--- config.mk ---
export PLATFORM = sky130hd
export DESIGN_NAME = snoop_msi_ctrl
export DESIGN_NICKNAME = d
export VERILOG_FILES = /design/src/rtl/msi_pkg.sv /design/src/rtl/msi_line_store.sv /design/src/rtl/msi_req_fsm.sv /design/src/rtl/snoop_msi_ctrl.sv
export SDC_FILE = /design/constraint.sdc
export NUM_CORES = 1
export LEC_CHECK = 0
export CORE_ASPECT_RATIO = 1.5
export CORE_MARGIN = 2
export CORE_UTILIZATION = 54
export CTS_BUF_LIST = sky130_fd_sc_hd__clkbuf_16
export CTS_CLUSTER_SIZE = 8
export DETAILED_ROUTE_END_ITERATION = 8
export GPL_TIMING_DRIVEN = 0
export PLACE_DENSITY = 0.85
export REMOVE_ABC_BUFFERS = 1
export SLEW_MARGIN = 20
export SYNTH_ARGS = -nofsm -noshare
export SYNTH_HDL_FRONTEND = slang
export SYNTH_SLANG_ARGS = --single-unit
--- constraint.sdc ---
create_clock -name clk -period 4.1 [get_ports clk]
set_input_delay 0.82 -clock clk [delete_from_list [all_inputs] [get_ports clk]]
set_output_delay 0.82 -clock clk [all_outputs]
set_load 0.01 [all_outputs]
--- src/rtl/msi_pkg.sv ---
package msi_pkg;

  typedef enum logic [1:0] {
    LINE_INV = 2'd0,
    LINE_SHR = 2'd1,
    LINE_EXC = 2'd2
  } lineState_t;

  typedef enum logic [1:0] {
    CMD_RDMISS = 2'd0,
    CMD_WRMISS = 2'd1,
    CMD_WBACK  = 2'd2,
    CMD_NONE   = 2'd3
  } busCmd_t;

  // strobes from request control into the line store
  typedef struct packed {
    logic wrHit;
    logic fillShr;
    logic fillExc;
    logic dropVictim;
  } dpStrobe_t;

endpackage

--- src/rtl/msi_line_store.sv ---
module msi_line_store
  import msi_pkg::*;
#(
  parameter int IDX_W  = 2,
  parameter int TAG_W  = 6,
  parameter int DATA_W = 8,
  parameter int ID_W   = 2,
  parameter int MY_ID  = 0
) (
  input  logic              clk,
  input  logic              rstN,
  input  dpStrobe_t         strobe,
  input  logic [IDX_W-1:0]  reqIdx,
  input  logic [TAG_W-1:0]  reqTag,
  input  logic [DATA_W-1:0] reqWdata,
  input  logic [DATA_W-1:0] fillData,
  input  logic              snpValid,
  input  logic [1:0]        snpCmd,
  input  logic [IDX_W-1:0]  snpIdx,
  input  logic [TAG_W-1:0]  snpTag,
  input  logic [ID_W-1:0]   snpId,
  output lineState_t        lookState,
  output logic [TAG_W-1:0]  lookTag,
  output logic [DATA_W-1:0] lookData,
  output logic              snpTouch,
  output logic              snpAbort,
  output logic [DATA_W-1:0] snpData
);
  localparam int LINES = 1 << IDX_W;

  lineState_t        stArr   [LINES];
  logic [TAG_W-1:0]  tagArr  [LINES];
  logic [DATA_W-1:0] dataArr [LINES];

  logic snpLive;
  logic snpIsWr;

  assign snpIsWr  = (snpCmd == CMD_WRMISS);
  assign snpLive  = snpValid && (snpId != ID_W'(MY_ID)) &&
                    ((snpCmd == CMD_RDMISS) || snpIsWr);
  assign snpTouch = snpLive && (stArr[snpIdx] != LINE_INV) &&
                    (tagArr[snpIdx] == snpTag);
  assign snpAbort = snpTouch && (stArr[snpIdx] == LINE_EXC);
  assign snpData  = snpAbort ? dataArr[snpIdx] : '0;

  assign lookState = stArr[reqIdx];
  assign lookTag   = tagArr[reqIdx];
  assign lookData  = dataArr[reqIdx];

  for (genvar g = 0; g < LINES; g++) begin : g_line
    lineState_t        st;
    logic [TAG_W-1:0]  tg;
    logic [DATA_W-1:0] dt;
    logic              reqSel;
    logic              snpSel;

    assign reqSel = (reqIdx == IDX_W'(g));
    assign snpSel = snpTouch && (snpIdx == IDX_W'(g));

    // a snoop takes the line first; control holds off on a shared index
    always_ff @(posedge clk or negedge rstN) begin
      if (!rstN) begin
        st <= LINE_INV;
      end else if (snpSel) begin
        st <= snpIsWr ? LINE_INV : LINE_SHR;
      end else if (reqSel) begin
        if (strobe.dropVictim)   st <= LINE_INV;
        else if (strobe.fillShr) st <= LINE_SHR;
        else if (strobe.fillExc) st <= LINE_EXC;
      end
    end

    always_ff @(posedge clk) begin
      if (reqSel && (strobe.fillShr || strobe.fillExc)) tg <= reqTag;
      if (reqSel && strobe.fillShr) dt <= fillData;
      else if (reqSel && (strobe.wrHit || strobe.fillExc)) dt <= reqWdata;
    end

    assign stArr[g]   = st;
    assign tagArr[g]  = tg;
    assign dataArr[g] = dt;
  end

endmodule

--- src/rtl/msi_req_fsm.sv ---
module msi_req_fsm
  import msi_pkg::*;
#(
  parameter int ADDR_W = 8,
  parameter int IDX_W  = 2,
  parameter int DATA_W = 8
) (
  input  logic                    clk,
  input  logic                    rstN,
  input  logic                    cpuReq,
  input  logic                    cpuWe,
  input  logic [ADDR_W-1:0]       cpuAddr,
  input  logic [DATA_W-1:0]       cpuWdata,
  input  logic                    busGnt,
  input  logic [DATA_W-1:0]       fillData,
  input  lineState_t              lookState,
  input  logic [ADDR_W-IDX_W-1:0] lookTag,
  input  logic [DATA_W-1:0]       lookData,
  input  logic                    snpTouch,
  input  logic [IDX_W-1:0]        snpIdx,
  output dpStrobe_t               strobe,
  output logic [IDX_W-1:0]        reqIdx,
  output logic [ADDR_W-IDX_W-1:0] reqTag,
  output logic [DATA_W-1:0]       reqWdata,
  output logic                    cpuDone,
  output logic                    cpuHit,
  output logic [DATA_W-1:0]       cpuRdata,
  output logic                    busReq,
  output logic                    busOutValid,
  output logic [1:0]              busOutCmd,
  output logic [ADDR_W-1:0]       busOutAddr,
  output logic [DATA_W-1:0]       busOutData
);
  typedef enum logic [1:0] {ST_IDLE, ST_CHECK, ST_WBWAIT, ST_MISSWAIT} fsm_t;

  fsm_t              fsm, fsmNext;
  logic              rWe;
  logic [ADDR_W-1:0] rAddr;
  logic [DATA_W-1:0] rWd;

  logic conflict, tagEq, hit, needWb, grantUse;

  assign reqIdx   = rAddr[IDX_W-1:0];
  assign reqTag   = rAddr[ADDR_W-1:IDX_W];
  assign reqWdata = rWd;

  assign conflict = snpTouch && (snpIdx == reqIdx) && (fsm != ST_IDLE);
  assign tagEq    = (lookTag == reqTag);
  assign hit      = rWe ? ((lookState == LINE_EXC) && tagEq)
                        : ((lookState != LINE_INV) && tagEq);
  assign needWb   = (lookState == LINE_EXC) && !tagEq;

  assign busReq   = (fsm == ST_WBWAIT) || (fsm == ST_MISSWAIT);
  assign grantUse = busReq && busGnt && !conflict;

  always_comb begin
    busOutValid = grantUse;
    busOutCmd   = CMD_NONE;
    busOutAddr  = '0;
    busOutData  = '0;
    if (grantUse) begin
      if (fsm == ST_WBWAIT) begin
        busOutCmd  = CMD_WBACK;
        busOutAddr = {lookTag, reqIdx};
        busOutData = lookData;
      end else begin
        busOutCmd  = rWe ? CMD_WRMISS : CMD_RDMISS;
        busOutAddr = rAddr;
      end
    end
  end

  always_comb begin
    strobe            = '0;
    strobe.wrHit      = (fsm == ST_CHECK) && !conflict && hit && rWe;
    strobe.dropVictim = (fsm == ST_WBWAIT) && grantUse;
    strobe.fillShr    = (fsm == ST_MISSWAIT) && grantUse && !rWe;
    strobe.fillExc    = (fsm == ST_MISSWAIT) && grantUse && rWe;
  end

  always_comb begin
    cpuDone  = ((fsm == ST_CHECK) && !conflict && hit) ||
               ((fsm == ST_MISSWAIT) && grantUse);
    cpuHit   = cpuDone && (fsm == ST_CHECK);
    cpuRdata = '0;
    if (cpuDone && !rWe) cpuRdata = (fsm == ST_CHECK) ? lookData : fillData;
  end

  always_comb begin
    fsmNext = fsm;
    case (fsm)
      ST_IDLE:     if (cpuReq) fsmNext = ST_CHECK;
      ST_CHECK:    if (!conflict) begin
                     if (hit)         fsmNext = ST_IDLE;
                     else if (needWb) fsmNext = ST_WBWAIT;
                     else             fsmNext = ST_MISSWAIT;
                   end
      ST_WBWAIT:   if (conflict) fsmNext = ST_CHECK;
                   else if (grantUse) fsmNext = ST_MISSWAIT;
      ST_MISSWAIT: if (conflict) fsmNext = ST_CHECK;
                   else if (grantUse) fsmNext = ST_IDLE;
      default:     fsmNext = ST_IDLE;
    endcase
  end

  always_ff @(posedge clk or negedge rstN) begin
    if (!rstN) begin
      fsm   <= ST_IDLE;
      rWe   <= 1'b0;
      rAddr <= '0;
      rWd   <= '0;
    end else begin
      fsm <= fsmNext;
      if ((fsm == ST_IDLE) && cpuReq) begin
        rWe   <= cpuWe;
        rAddr <= cpuAddr;
        rWd   <= cpuWdata;
      end
    end
  end

endmodule

--- src/rtl/snoop_msi_ctrl.sv ---
module snoop_msi_ctrl
  import msi_pkg::*;
#(
  parameter int ADDR_W = 8,
  parameter int IDX_W  = 2,
  parameter int DATA_W = 8,
  parameter int ID_W   = 2,
  parameter int MY_ID  = 0
) (
  input  logic              clk,
  input  logic              rstN,
  input  logic              cpuReq,
  input  logic              cpuWe,
  input  logic [ADDR_W-1:0] cpuAddr,
  input  logic [DATA_W-1:0] cpuWdata,
  output logic              cpuDone,
  output logic              cpuHit,
  output logic [DATA_W-1:0] cpuRdata,
  output logic              busReq,
  input  logic              busGnt,
  output logic              busOutValid,
  output logic [1:0]        busOutCmd,
  output logic [ADDR_W-1:0] busOutAddr,
  output logic [ID_W-1:0]   busOutId,
  output logic [DATA_W-1:0] busOutData,
  input  logic [DATA_W-1:0] memData,
  input  logic              snpValid,
  input  logic [1:0]        snpCmd,
  input  logic [ADDR_W-1:0] snpAddr,
  input  logic [ID_W-1:0]   snpId,
  output logic              snpAbort,
  output logic [DATA_W-1:0] snpData
);
  localparam int TAG_W = ADDR_W - IDX_W;

  dpStrobe_t         strobe;
  lineState_t        lookState;
  logic [TAG_W-1:0]  lookTag, reqTag;
  logic [DATA_W-1:0] lookData, reqWdata;
  logic [IDX_W-1:0]  reqIdx;
  logic              snpTouch;

  assign busOutId = ID_W'(MY_ID);

  msi_req_fsm #(.ADDR_W(ADDR_W), .IDX_W(IDX_W), .DATA_W(DATA_W)) u_ctl (
    .clk(clk), .rstN(rstN),
    .cpuReq(cpuReq), .cpuWe(cpuWe), .cpuAddr(cpuAddr), .cpuWdata(cpuWdata),
    .busGnt(busGnt), .fillData(memData),
    .lookState(lookState), .lookTag(lookTag), .lookData(lookData),
    .snpTouch(snpTouch), .snpIdx(snpAddr[IDX_W-1:0]),
    .strobe(strobe), .reqIdx(reqIdx), .reqTag(reqTag), .reqWdata(reqWdata),
    .cpuDone(cpuDone), .cpuHit(cpuHit), .cpuRdata(cpuRdata),
    .busReq(busReq), .busOutValid(busOutValid), .busOutCmd(busOutCmd),
    .busOutAddr(busOutAddr), .busOutData(busOutData)
  );

  msi_line_store #(.IDX_W(IDX_W), .TAG_W(TAG_W), .DATA_W(DATA_W),
                   .ID_W(ID_W), .MY_ID(MY_ID)) u_store (
    .clk(clk), .rstN(rstN), .strobe(strobe),
    .reqIdx(reqIdx), .reqTag(reqTag), .reqWdata(reqWdata), .fillData(memData),
    .snpValid(snpValid), .snpCmd(snpCmd), .snpIdx(snpAddr[IDX_W-1:0]),
    .snpTag(snpAddr[ADDR_W-1:IDX_W]), .snpId(snpId),
    .lookState(lookState), .lookTag(lookTag), .lookData(lookData),
    .snpTouch(snpTouch), .snpAbort(snpAbort), .snpData(snpData)
  );

endmodule

### Word-level counts from Yosys, hierarchy flattened

Index checks and enable logic that the tools add are counted.

* word-level logic and storage cells: 168
* output and inout bits: 41
* register bits: 83

* reductions and logical operators: 71
* mux-type cells: 58
* $lt $le $gt $ge: 2
* bitwise gates (word level): 2
* equality and inequality tests: 19

Operators with widths (count)
* $mux W8: 19
* $mux W2: 24
* $logic_and A1 B1 Y1: 38
* $bmux W8 S2: 2
* $bmux W6 S2: 2
* $mux W6: 4
* $reduce_bool A2 Y1: 12
* $eq A2 B2 Y1 const B: 8
* $reduce_bool A4 Y1: 4
* $eq A6 B6 Y1: 2
* $bmux W2 S2: 2
* $eq A2 B1 Y1 const B: 4
* $logic_not A2 Y1: 4
* $pmux W2 S4: 1
* $reduce_and A2 Y1: 4
* $ge A3 B3 Y1 const B: 2
* $ne A3 B1 Y1 const B: 2
* $not A2 Y3: 2
* $logic_or A1 B1 Y1: 5
* $mux W1: 4
* $ne A2 B2 Y1 const B: 2
* $reduce_and A4 Y1: 1
* $logic_not A1 Y1: 3
* $eq A2 B2 Y1: 1

### Logic depth before layout (Yosys ltp)

Gate-level depths: netlist of the first run.

* word-level depth: 18
* mapped depth: 11
* depth with buffers taken out: 8

### Modules after synthesis

A second synthesis of the first run with hierarchy kept.

* cells, all modules: 359
* area total of the unflattened synthesis: 4899.7 um^2

By module, submodules not included
* msi_line_store: area an instance 3609.7 um^2, cells an instance 234, instances 1, seq. area each 1881.8 um^2
* msi_req_fsm: area an instance 1271.2 um^2, cells an instance 122, instances 1, seq. area each 475.5 um^2
* snoop_msi_ctrl: area an instance 18.8 um^2, cells an instance 3, instances 1, seq. area each 0.0 um^2

### Least setup slack after synthesis of the first run

Ideal clock, no wire load.

* path type: input -> output
* start: in snpAddr[0]
* end: out snpData[0]
* path slack: 0.574 ns
* arrival time: 2.706 ns
* stages on the path: 7
* path through: buf_6 > mux4_1 > xnor2_1 > nand4_2 > nor4_4 > nand3b_1 > nor2b_1

* cells in the longest elaborated chain, start to end: 9
* elaborated cells on any way between the ends: 17
* those cells by class: eq/ne: 2; mux: 10; bitwise: 1; reduce/logical: 4

RTL lines
* start, declared: RTL line snoop_msi_ctrl.sv:29 `input logic [ADDR_W-1:0] snpAddr,`
* $not A2 Y3 (implied by the code) (*)
* branches (longest 7 deep; another with $bmux W6 S2)
* $mux W8 (*): RTL line msi_line_store.sv:44 `assign snpData = snpAbort ? dataArr[snpIdx] : '0;`
* end, declared: RTL line snoop_msi_ctrl.sv:32 `output logic [DATA_W-1:0] snpData`

Mark *: on every way between the ends. The select of a mux whose other input is x is not followed.

### Final worst setup path of the first run

* start: in snpAddr[0]
* end: out busOutData[4]

* cells in the longest elaborated chain, start to end: 12
* elaborated cells on any way between the ends: 17
* those cells by class: eq/ne: 2; mux: 7; bitwise: 1; reduce/logical: 7

RTL lines
* branches (longest 7 deep; another with $bmux W6 S2)
* $logic_and A1 B1 Y1 (*) (2 in series): RTL line msi_req_fsm.sv:47 `assign conflict = snpTouch && (snpIdx == reqIdx) && (fsm != ST_IDLE);`
* $logic_not A1 Y1 (*): RTL line msi_req_fsm.sv:54 `assign grantUse = busReq && busGnt && !conflict;`
* $logic_and A1 B1 Y1 (*): RTL line msi_req_fsm.sv:54
* $mux W8 (*): RTL line msi_req_fsm.sv:61 `if (grantUse) begin`
* end, declared: RTL line snoop_msi_ctrl.sv:25 `output logic [DATA_W-1:0] busOutData,`

Marks and branches as above.

==> reports/summary.txt, run 1 <==
Synth Cell Area: 0.004981 mm2
Syn Inst Count: 341
Final Net Count: 475
CTS tree: built
Final hold violations: 0
Vias per cell: 6.281
R2R depth: 8
First-pass GRT wire length: 18970 um
Critical path class: in2out
Reg2Reg Setup Slack: 0.83 ns
Crit Reg-Reg Startpoint: u_ctl.rAddr[0]$_DFFE_PN0P_
Drt wl/cell: 22.77 um
Clock Sinks: 83
Antenna viol nets, final: 0
Final hold slack: 0.5260 ns
Max IR drop VDD: 0.4175 mV
Area delta synth->final: 28.16%
Starting DRT DRC Count: 412
First-pass DRT Iterations: 4
Crit. End Element: output pin
Clock power share: 0.202
Library cells used by synthesis: 55
Sw Ratio: 0.3535
Number of synthesized flops with an enable pin: 56
Slew HR: 0.3552
Remaining Overflow, GRT: 0
Post-synthesis sequential area ratio: 0.4732
Core area: 0.008881 mm2
I/O Buffers: 80
# setup viols final: 0
Drc violations: 0
H-tree depth: 3
PD cells: 614.9 mW/mm2
All-Layer GR Usage: 0.2661
Commonest non-fill, non-tap cell in the layout: edfxtp_1
Max-Cap Viols: 0
Status: finished, final reports clean
Layout cells sized above 1: 0.2603
Largest net degree at the start of global routing: 28
Fin. max-slew vios: 0
Arrival @ worst endpoint: 3.26 ns
Yosys warns: 0
Count of state elements after synthesis: 83
Drt total wl: 12480 um
Vias: 3442
Vias in the first global route: 3650
Worst Tran Pin Value: 0.9653 ns
Clk root buf: clkbuf_16
Initial core utilization: 0.5609
Commonest non-fill, non-tap cells in the layout: 56 x edfxtp_1, 53 x clkdlybuf4s50_1, 32 x mux2_1
Ys async rst share: 0.3253
Comb pwr share: 0.421
Clk pin slew, worst setup/hold paths: 0.06 ns
Main synth FF type: edfxtp_1
Critical R2R Capture: u_store.g_line[2].dt[2]$_DFFE_PP_
Initial antenna violation count: 0
Worst EP required: 3.28 ns
Worst Skew: 0.008725 ns
Crit share post-route: 0.9957
Clk Latency, worst-skew pair: 0.34 ns
Fmax: 0.2450 GHz
Avg Cell Area, Syn: 14.61 um2
Total net switching power: 1.388 mW
Sequential Power Share: 0.376
Die height: 121.6 um
CTS Buf Count: 9
RSZ-0062 raised after global routing: true
IO Pins: 83
Total power: 3.926 mW
Final Wtd Congestion: 0.8716
LEAKAGE: 2.633 nW
Worst Setup Start Kind: input pin
Hold Path Class: in2async
Pint: 2.538 mW
Final min period: 4.082 ns
Die ar.: 0.01002 mm2
# diodes: 0
CTS Buffer Depth: 2
Row Count: 42
Post-DP HPWL: 8424 um
Die width: 82.42 um
Crit-path max FO: 12
[state kept, by name, indices dropped and copies added, names as in the netlist]
register,cells
u_ctl.reqWdata,8
u_ctl.rWe,1
u_ctl.fsm,2
u_store.g_line.tg,24
u_ctl.rAddr,8
u_store.g_line.dt,32
u_store.g_line.st,8
[how the worst max path moves through the flow]
| stage | slack (ns) | cells past startpoint | endpoint | start |
|---|---|---|---|---|
| global route | -0.03 | 10 | cpuRdata[6] | u_ctl.rAddr[0]$_DFFE_PN0P_ |
| CTS | 0.007 | 10 | busOutData[3] | snpAddr[0] |
| global placement | -1.85 | 8 | snpData[4] | snpAddr[0] |
| finish | 0.02 | 10 | busOutData[4] | snpAddr[0] |
| floorplan | 0.49 | 6 | cpuRdata[0] | u_ctl.rAddr[0]$_DFFE_PN0P_ |
| detailed placement | -1.46 | 8 | snpData[4] | snpAddr[1] |
[layout make-up]
cell class                      count  area [um2]
Sequential cell                    83        2365
Clock inverter                      7       70.07
Inverter                            4       22.52
Timing Repair Buffer              101        1067
Clock buffer                        9       225.2
Multi-Input combinational cell    234        2496
Fill cell                         570        2497
Tap cell                          110       137.6
[power by group through the flow]
stage	combinational [mW]	clock, mW	sequential (mW)
3_5_place_dp	1.47	0	1.52
2_1_floorplan	1.03	0	1.41
6_report	1.65	0.795	1.48
5_1_grt	1.76	0.837	1.51
3_3_place_gp	1.41	0	1.49
4_1_cts	1.62	0.802	1.47
[layer usage]
| metal | GRT usage | up-vias | part of all wire |
|---|---|---|---|
| met1 | 0.2929 | 1749 | 0.34 |
| met4 | 0.1510 | 0 | 0.044 |
| met5 | 0 | - | 0 |
| li1 | - | 1502 | - |
| met2 | 0.4688 | 154 | 0.55 |
| met3 | 0.04667 | 37 | 0.062 |
[critical path, cell delays in order]
cell and delay, ns:
buf_16 0.13, mux4_2 0.53, xor2_1 0.18, nor4b_2 0.40, nand2_2 0.14, nand3_4 0.15, inv_8 0.04, and2b_4 0.21
and2_1 0.15, clkdlybuf4s50_1 0.48
[stage by stage]
| step | util | setup TNS [ns] | area (um2) | setup WS, ns | instances |
|---|---|---|---|---|---|
| floorplan | - | 0 | 4845 | 0.4877 | 321 |
| global placement | 0.6512 | -133.73 | 5783 | -1.851 | 511 |
| detailed placement | 0.6536 | -77.16 | 5804 | -1.465 | 513 |
| CTS | 0.7087 | 0 | 6294 | 0.006791 | 543 |
| global route | 0.7188 | -0.04768 | 6384 | -0.03466 | 548 |
| finish | 0.7188 | 0 | 6384 | 0.01771 | 548 |
[synthesized netlist by cell type, drive strengths merged (9+ instances only)]
library cell,number,area share
mux2,49,0.11
mux2i,20,0.040
edfxtp,56,0.34
mux4,32,0.15
nand2b,9,0.011
and2,18,0.023
nor2,17,0.014
nor2b,12,0.015
buf,15,0.024
nand2,9,0.0073
dfrtp,27,0.14
xnor2,13,0.027
nand3,10,0.023
[repair_timing]
item	in CTS	in global routing
buffers inserted	13	5
gates cloned	1	0
endpoints found under the setup margin	82	16
resized for setup	30	28
pin swaps	7	4
hold endpoints to repair	0	0
hold buffers	0	0
[cells by family (layout without fill, tap and decap cells)]
logic type	Yosys count	in the layout	share of synthesized area
mux	101	101	0.3009
simple gates	100	100	0.1349
flops	83	83	0.4732
buf+inv	25	121	0.03265
compound gates	16	16	0.02663
xor+xnor	15	15	0.03090
other cells	1	2	0.0007529
Power figures use the tool's default switching activity.
==> run 2, diff against run 1 <==
Settings changed: CORE_UTILIZATION 54 to 55, CTS_BUF_LIST sky130_fd_sc_hd__clkbuf_16 to default, DONT_BUFFER_PORTS from default to 1, GPL_ROUTABILITY_DRIVEN from default to 0, PLACE_DENSITY 0.85 to 0.74.
==> run 2 against run 1 <==
Effect of this change:
- critical path depth shrank 4
- first-iteration DRC count shrank 61%
- final cell count shrank 17%
- flip-flop and latch count is the same
- clock skew grew 0.0025 ns
- critical path type is now reg2out
- largest power group is now sequential cells
- highest routed layer unchanged
==> reports/summary.txt, run 2 (synthesis results as in run 1) <==
Status: finished, final reports clean (unchanged)
Vias: 2953 (was 3442)
Post-DP HPWL: 7810 um (was 8424 um)
Crit Reg-Reg Startpoint: u_ctl.rAddr[1]$_DFFE_PN0P_ (was u_ctl.rAddr[0]$_DFFE_PN0P_)
Layout filler cell count: 680 (was 570)
Die height: 120.6 um (was 121.6 um)
All-Layer GR Usage: 0.2466 (was 0.2661)
Remaining Overflow, GRT: 0 (unchanged)
Largest net degree at the start of global routing: 28 (unchanged)
Fin. max-slew vios: 0 (unchanged)
Initial core utilization: 0.5642 (was 0.5609)
PD cells: 677.5 mW/mm2 (was 614.9 mW/mm2)
Row Count: 42 (unchanged)
# setup viols final: 0 (unchanged)
# diodes: 0 (unchanged)
Arrival @ worst endpoint: 3.12 ns (was 3.26 ns)
Largest Register: u_store.g_line.dt (unchanged)
Top flop regs: u_store.g_line.dt: 32 flops, u_store.g_line.tg: 24 flops (unchanged)
R2R depth: 6 (was 8)
IO Pins: 83 (unchanged)
Final Net Count: 384 (was 475)
Critical Path Max Stage Delay: 0.75 ns (was 0.53 ns)
Fmax: 0.2537 GHz (was 0.2450 GHz)
Worst Setup Start Kind: register (was input pin)
Max-Cap Viols: 0 (unchanged)
First-pass DRT Iterations: 4 (unchanged)
Starting DRT DRC Count: 161 (was 412)
I/O Buffers: 0 (was 80)
Clk Latency, worst-skew pair: 0.34 ns (about the same)
Max FFs per register: 32 (unchanged)
Critical path class: reg2out (was in2out)
Initial antenna violation count: 0 (unchanged)
CTS Buffer Depth: 2 (unchanged)
First-pass GRT wire length: 16980 um (was 18970 um)
CTS tree: built (unchanged)
Worst Path Buf+Inv: 0 (was 3)
Util after Layout: 0.6111 (was 0.7188)
Critical R2R Capture: u_store.g_line[3].dt[0]$_DFFE_PP_ (was u_store.g_line[2].dt[2]$_DFFE_PP_)
Worst Tran Pin Value: 0.9524 ns (was 0.9653 ns)
Crit share post-route: 0.9615 (was 0.9957)
Pre-CTS WS: -0.05134 ns (was -1.465 ns)
Die width: 81.70 um (was 82.42 um)
Worst path slowest cell: dfrtp_2 (was mux4_2)
Clk pin slew, worst setup/hold paths: 0.06 ns (about the same)
Vias per cell: 6.462 (was 6.281)
Vias in the first global route: 3030 (was 3650)
Crit path launch: u_ctl.rAddr[1]$_DFFE_PN0P_ (was snpAddr[0])
Antenna viol nets, final: 0 (unchanged)
Crit. End Element: output pin (unchanged)
Core area: 0.008828 mm2 (was 0.008881 mm2)
H-tree depth: 3 (unchanged)
Max IR drop VDD: 0.4120 mV (was 0.4175 mV)
RSZ-0062 raised after global routing: false (was true)
Worst EP required: 3.28 ns (about the same)
Commonest non-fill, non-tap cells in the layout: 56 x edfxtp_1, 32 x mux2_1, 25 x mux4_2, 25 x dfrtp_1, 20 x mux2i_1 (was 56 x edfxtp_1, 53 x clkdlybuf4s50_1, 32 x mux2_1)
Die ar.: 0.009849 mm2 (was 0.01002 mm2)
Drc violations: 0 (unchanged)
Slew HR: 0.3637 (was 0.3552)
Crit-path max FO: 25 (was 12)
Crit path cell chain: mux4_2, xnor2_1, nand4_1, o41ai_4, nand3_2, nor2_1 (was buf_16, mux4_2, xor2_1, nor4b_2, nand2_2, nand3_4, inv_8, and2b_4, and2_1, clkdlybuf4s50_1)
CTS Buf Count: 9 (unchanged)
Layout cells sized above 1: 0.2536 (was 0.2603)
Final hold slack: 0.1697 ns (was 0.5260 ns)
Final worst slack: 0.1578 ns (was 0.01771 ns)
Clk root buf: clkbuf_16 (unchanged)
Final min period: 3.942 ns (was 4.082 ns)
LEAKAGE: 1.914 nW (was 2.633 nW)
Critical path depth: 6 (was 10)
Commonest non-fill, non-tap cell in the layout: edfxtp_1 (unchanged)
Clock Sinks: 83 (unchanged)
Worst Skew: 0.01126 ns (was 0.008725 ns)
CP delay by family, top: simple AND/OR/NAND/NOR gates (unchanged)
Final hold violations: 0 (unchanged)
Drt wl/cell: 25.09 um (was 22.77 um)
Drt total wl: 11470 um (was 12480 um)
Reg2Reg Setup Slack: 0.83 ns (about the same)
Area delta synth->final: 8.314% (was 28.16%)
Hold Path Class: in2async (unchanged)
CTS Hold Bufs: 0 (unchanged)
CP Capture Point: cpuRdata[6] (was busOutData[4])
-- run 2: through the flow --
| step | TNS [ns] | instance area (um2) | power [mW] | cells |
|---|---|---|---|---|
| floorplan | 0 | 4845 | 2.434 | 321 |
| global placement | -3.863 | 4982 | 2.715 | 431 |
| detailed placement | -0.3184 | 5025 | 2.793 | 434 |
| CTS | 0 | 5339 | 3.619 | 451 |
| global route | 0 | 5395 | 3.839 | 457 |
| finish | 0 | 5395 | 3.655 | 457 |
-- run 2: worst min-delay path by stage --
stage / end / slack [ns] / depth (start not counted)
after detailed placement: u_ctl.reqWdata[6]$_DFFE_PN0P_ / 0.53 / 0
after floorplan: u_store.g_line[3].st[1]$_DFFE_PN0P_ / 0.50 / 2
after CTS: u_ctl.reqWdata[6]$_DFFE_PN0P_ / 0.16 / 0
after global routing: u_ctl.reqWdata[5]$_DFFE_PN0P_ / 0.16 / 0
after global placement: u_ctl.reqWdata[6]$_DFFE_PN0P_ / 0.53 / 0
final: u_ctl.reqWdata[6]$_DFFE_PN0P_ / 0.17 / 0
-- run 2: metal layers --
metal / part of all wire / GRT usage / vias to the layer above
li1: - / - / 1322
met1: 0.36 / 0.2883 / 1496
met2: 0.54 / 0.4314 / 119
met3: 0.069 / 0.05224 / 16
met4: 0.023 / 0.1021 / 0
met5: 0 / 0 / -
-- run 2: layout make-up --
class / instances / area, um2 / share of cell area
clock inverter: 5 / 51.30 / 0.009508
tap: 110 / 137.6 / 0.02551
sequential: 83 / 2362 / 0.4378
clock buffer: 11 / 242.7 / 0.04499
inverter: 4 / 22.52 / 0.004174
multi-input combinational: 234 / 2489 / 0.4613
timing repair buffer: 10 / 90.09 / 0.01670
-- run 2: report_power, final --
part	switching (mW)	internal (mW)	total (mW)
clock	0.318	0.485	0.804
sequential	0.294	1.18	1.48
combinational	0.673	0.703	1.38
total	1.29	2.37	3.66
-- run 2: worst reg2reg max path: cells and delay by family, from the launching register on --
kind | cells | cell delay, ns
AOI/OAI and AO/OA | 2 | 0.76
xor gates and xnor gates | 1 | 0.19
DFF | 1 | 0.75
muxes | 1 | 0.43
and+or+nand+nor | 2 | 0.77
-- run 2: timing repair --
item,CTS,global route
pin swaps,0,1
setup buffers,1,6
gates resized for setup,3,1
setup endpoints to repair,9,10
cloned,0,0
==> run 3, diff against run 2 <==
Settings changed: CORE_UTILIZATION 55 to 40, PLACE_DENSITY 0.74 to 0.58, TNS_END_PERCENT from default to 5.
==> run 3 against run 2 <==
Effect of this change:
- combinational power hardly changed
- clock power increased by 1%
- worst setup slack improved by 0.014 ns
- highest routed layer unchanged
- routed wire length grew 7.4%
- count of clock-buffer cells in the layout is 1 lower
- sequential share of layout area shrank 0.31 points
- die area is 36% higher
- sequential power hardly changed
- non-clock buffer count down 5
- register-to-register slack got worse by 0.12 ns
- largest cell class unchanged
- flip-flop and latch count unchanged
==> reports/summary.txt, run 3 (synthesis results as in run 1) <==
Drc violations: 0 (unchanged)
Max FFs per register: 32 (unchanged)
Critical path class: in2out (was reg2out)
Die ar.: 0.01338 mm2 (was 0.009849 mm2)
Commonest non-fill, non-tap cells in the layout: 56 x edfxtp_1, 32 x mux2_1, 25 x mux4_2, 25 x dfrtp_1, 20 x mux2i_1 (unchanged)
RSZ-0062 raised after global routing: false (unchanged)
Final Cell Area: 0.005439 mm2 (was 0.005395 mm2)
# setup viols final: 0 (unchanged)
CTS Hold Bufs: 0 (unchanged)
I/O Buffers: 0 (unchanged)
Arrival @ worst endpoint: 3.11 ns (was 3.12 ns)
Die width: 95.12 um (was 81.70 um)
Slew HR: 0.3248 (was 0.3637)
Vias: 2910 (was 2953)
Row Count: 49 (was 42)
Initial core utilization: 0.4124 (was 0.5642)
Clk pin slew, worst setup/hold paths: 0.07 ns (was 0.06 ns)
Total power: 3.658 mW (was 3.655 mW)
Pint: 2.348 mW (was 2.370 mW)
Post-DP HPWL: 8561 um (was 7810 um)
Worst Tran Pin Value: 1.005 ns (was 0.9524 ns)
Commonest non-fill, non-tap cell in the layout: edfxtp_1 (unchanged)
CTS Buffer Depth: 2 (unchanged)
Sw Ratio: 0.3582 (was 0.3517)
Antenna viol nets, final: 0 (unchanged)
IO Pins: 83 (unchanged)
Crit-path max FO: 24 (was 25)
Post-DP Area: 0.005106 mm2 (was 0.005025 mm2)
Worst EP required: 3.28 ns (about the same)
# diodes: 0 (unchanged)
Status: finished, final reports clean (unchanged)
First-pass DRT Iterations: 4 (unchanged)
Max-Cap Viols: 0 (unchanged)
Final hold violations: 0 (unchanged)
Crit share post-route: 0.9582 (was 0.9615)
CTS tree: built (unchanged)
First-pass GRT wire length: 18750 um (was 16980 um)
Drt wl/cell: 24.86 um (was 25.09 um)
Largest Register: u_store.g_line.dt (unchanged)
Drt total wl: 12310 um (was 11470 um)
Starting DRT DRC Count: 116 (was 161)
Pre-CTS WS: -0.2364 ns (was -0.05134 ns)
Clock power share: 0.223 (was 0.220)
Vias per cell: 5.879 (was 6.462)
Setup_tns: 0 ns (unchanged)
PD cells: 672.6 mW/mm2 (was 677.5 mW/mm2)
Layout filler cell count: 1085 (was 680)
Vias in the first global route: 3123 (was 3030)
Initial antenna violation count: 0 (unchanged)
Crit. End Element: output pin (unchanged)
H-tree depth: 3 (unchanged)
Largest net degree at the start of global routing: 28 (unchanged)
Fin. max-slew vios: 0 (unchanged)
Final Net Count: 379 (was 384)
Area delta synth->final: 9.194% (was 8.314%)
Die height: 140.7 um (was 120.6 um)
Comb pwr share: 0.369 (was 0.377)
CTS Buf Count: 9 (unchanged)
Core area: 0.01208 mm2 (was 0.008828 mm2)
Total net switching power: 1.311 mW (was 1.285 mW)
Remaining Overflow, GRT: 0 (unchanged)
Top flop regs: u_store.g_line.dt: 32 flops, u_store.g_line.tg: 24 flops (unchanged)
Final hold slack: 0.1679 ns (was 0.1697 ns)
LEAKAGE: 1.894 nW (was 1.914 nW)
Hold Path Class: in2async (unchanged)
Worst Setup Start Kind: input pin (was register)
Clock Sinks: 83 (unchanged)
Worst Skew: 0.01004 ns (was 0.01126 ns)
Final min period: 3.928 ns (was 3.942 ns)
Fmax: 0.2546 GHz (was 0.2537 GHz)
Layout cells sized above 1: 0.2456 (was 0.2536)
Clk root buf: clkbuf_16 (unchanged)
Sequential Power Share: 0.408 (was 0.404)
Final worst slack: 0.1716 ns (was 0.1578 ns)
Clk Latency, worst-skew pair: 0.34 ns (about the same)
Max IR drop VDD: 0.3525 mV (was 0.4120 mV)
All-Layer GR Usage: 0.1952 (was 0.2466)
run 3: cell count changes in the layout (fill, tap and decap cells not counted), sizes merged:
cell / change
clkbuf: -1
clkinv: +1
buf: -5
run 3: metrics by stage:
stage          instances    util
2_1_floorplan        321       -
3_3_place_gp         474  0.4170
3_5_place_dp         478  0.4228
4_1_cts              494  0.4482
5_1_grt              495  0.4503
6_report             495  0.4503
run 3: path summary, 6_finish.rpt:
path / startpoint / end / slack, ns / cells past startpoint
worst max-delay path: snpAddr[0] / busOutData[6] / 0.17 / 8
max in group asynchronous: rstN / u_store.g_line[3].st[0]$_DFFE_PN0P_ / 3.84 / 0
worst max register to register: u_store.g_line[1].tg[1]$_DFFE_PP_ / u_store.g_line[0].tg[4]$_DFFE_PP_ / 0.71 / 8
min in group clk: u_store.g_line[3].st[0]$_DFFE_PN0P_ / u_store.g_line[3].st[0]$_DFFE_PN0P_ / 0.54 / 1
worst min-delay path: rstN / u_ctl.reqWdata[5]$_DFFE_PN0P_ / 0.17 / 0
worst min register to register: u_store.g_line[3].st[0]$_DFFE_PN0P_ / u_store.g_line[3].st[0]$_DFFE_PN0P_ / 0.54 / 1
run 3: routing by layer:
metal | track usage | part of all wire | up-vias
met3 | 0.05719 | 0.067 | 8
li1 | - | - | 1315
met4 | 0.04882 | 0.011 | 0
met1 | 0.2294 | 0.39 | 1502
met5 | 0 | 0 | -
met2 | 0.3447 | 0.53 | 85
run 3: area by class of cell:
cell class / instances / area [um2] / share of cell area
clock buffer: 10 / 229.0 / 0.04210
clock inverter: 6 / 63.81 / 0.01173
inverter: 4 / 22.52 / 0.004141
multi-input combinational: 234 / 2499 / 0.4594
sequential: 83 / 2365 / 0.4348
tap: 153 / 191.4 / 0.03520
timing repair buffer: 5 / 68.82 / 0.01265
run 3: what timing repair did:
| action | CTS | global route |
|---|---|---|
| hold endpoints to repair | 0 | 0 |
| pin swaps | 0 | 1 |
| buffers inserted | 0 | 1 |
| gates resized for setup | 5 | 2 |
| gates cloned | 0 | 0 |
| setup endpoints to repair | 16 | 16 |
run 3: power groups by stage:
stage	Clock (mW)	Sequential, mW	Combinational (mW)
3_3_place_gp	0	1.52	1.25
4_1_cts	0.824	1.49	1.35
5_1_grt	0.862	1.54	1.47
6_report	0.815	1.49	1.35
2_1_floorplan	0	1.41	1.03
3_5_place_dp	0	1.51	1.34
run 3: worst max-delay path, stage by stage:
cell and delay (ns):
mux4_1 0.57, xor2_1 0.18, nor4b_2 0.37, nand2_2 0.22
nand3_4 0.23, inv_8 0.11, and2b_1 0.32, and2_1 0.27
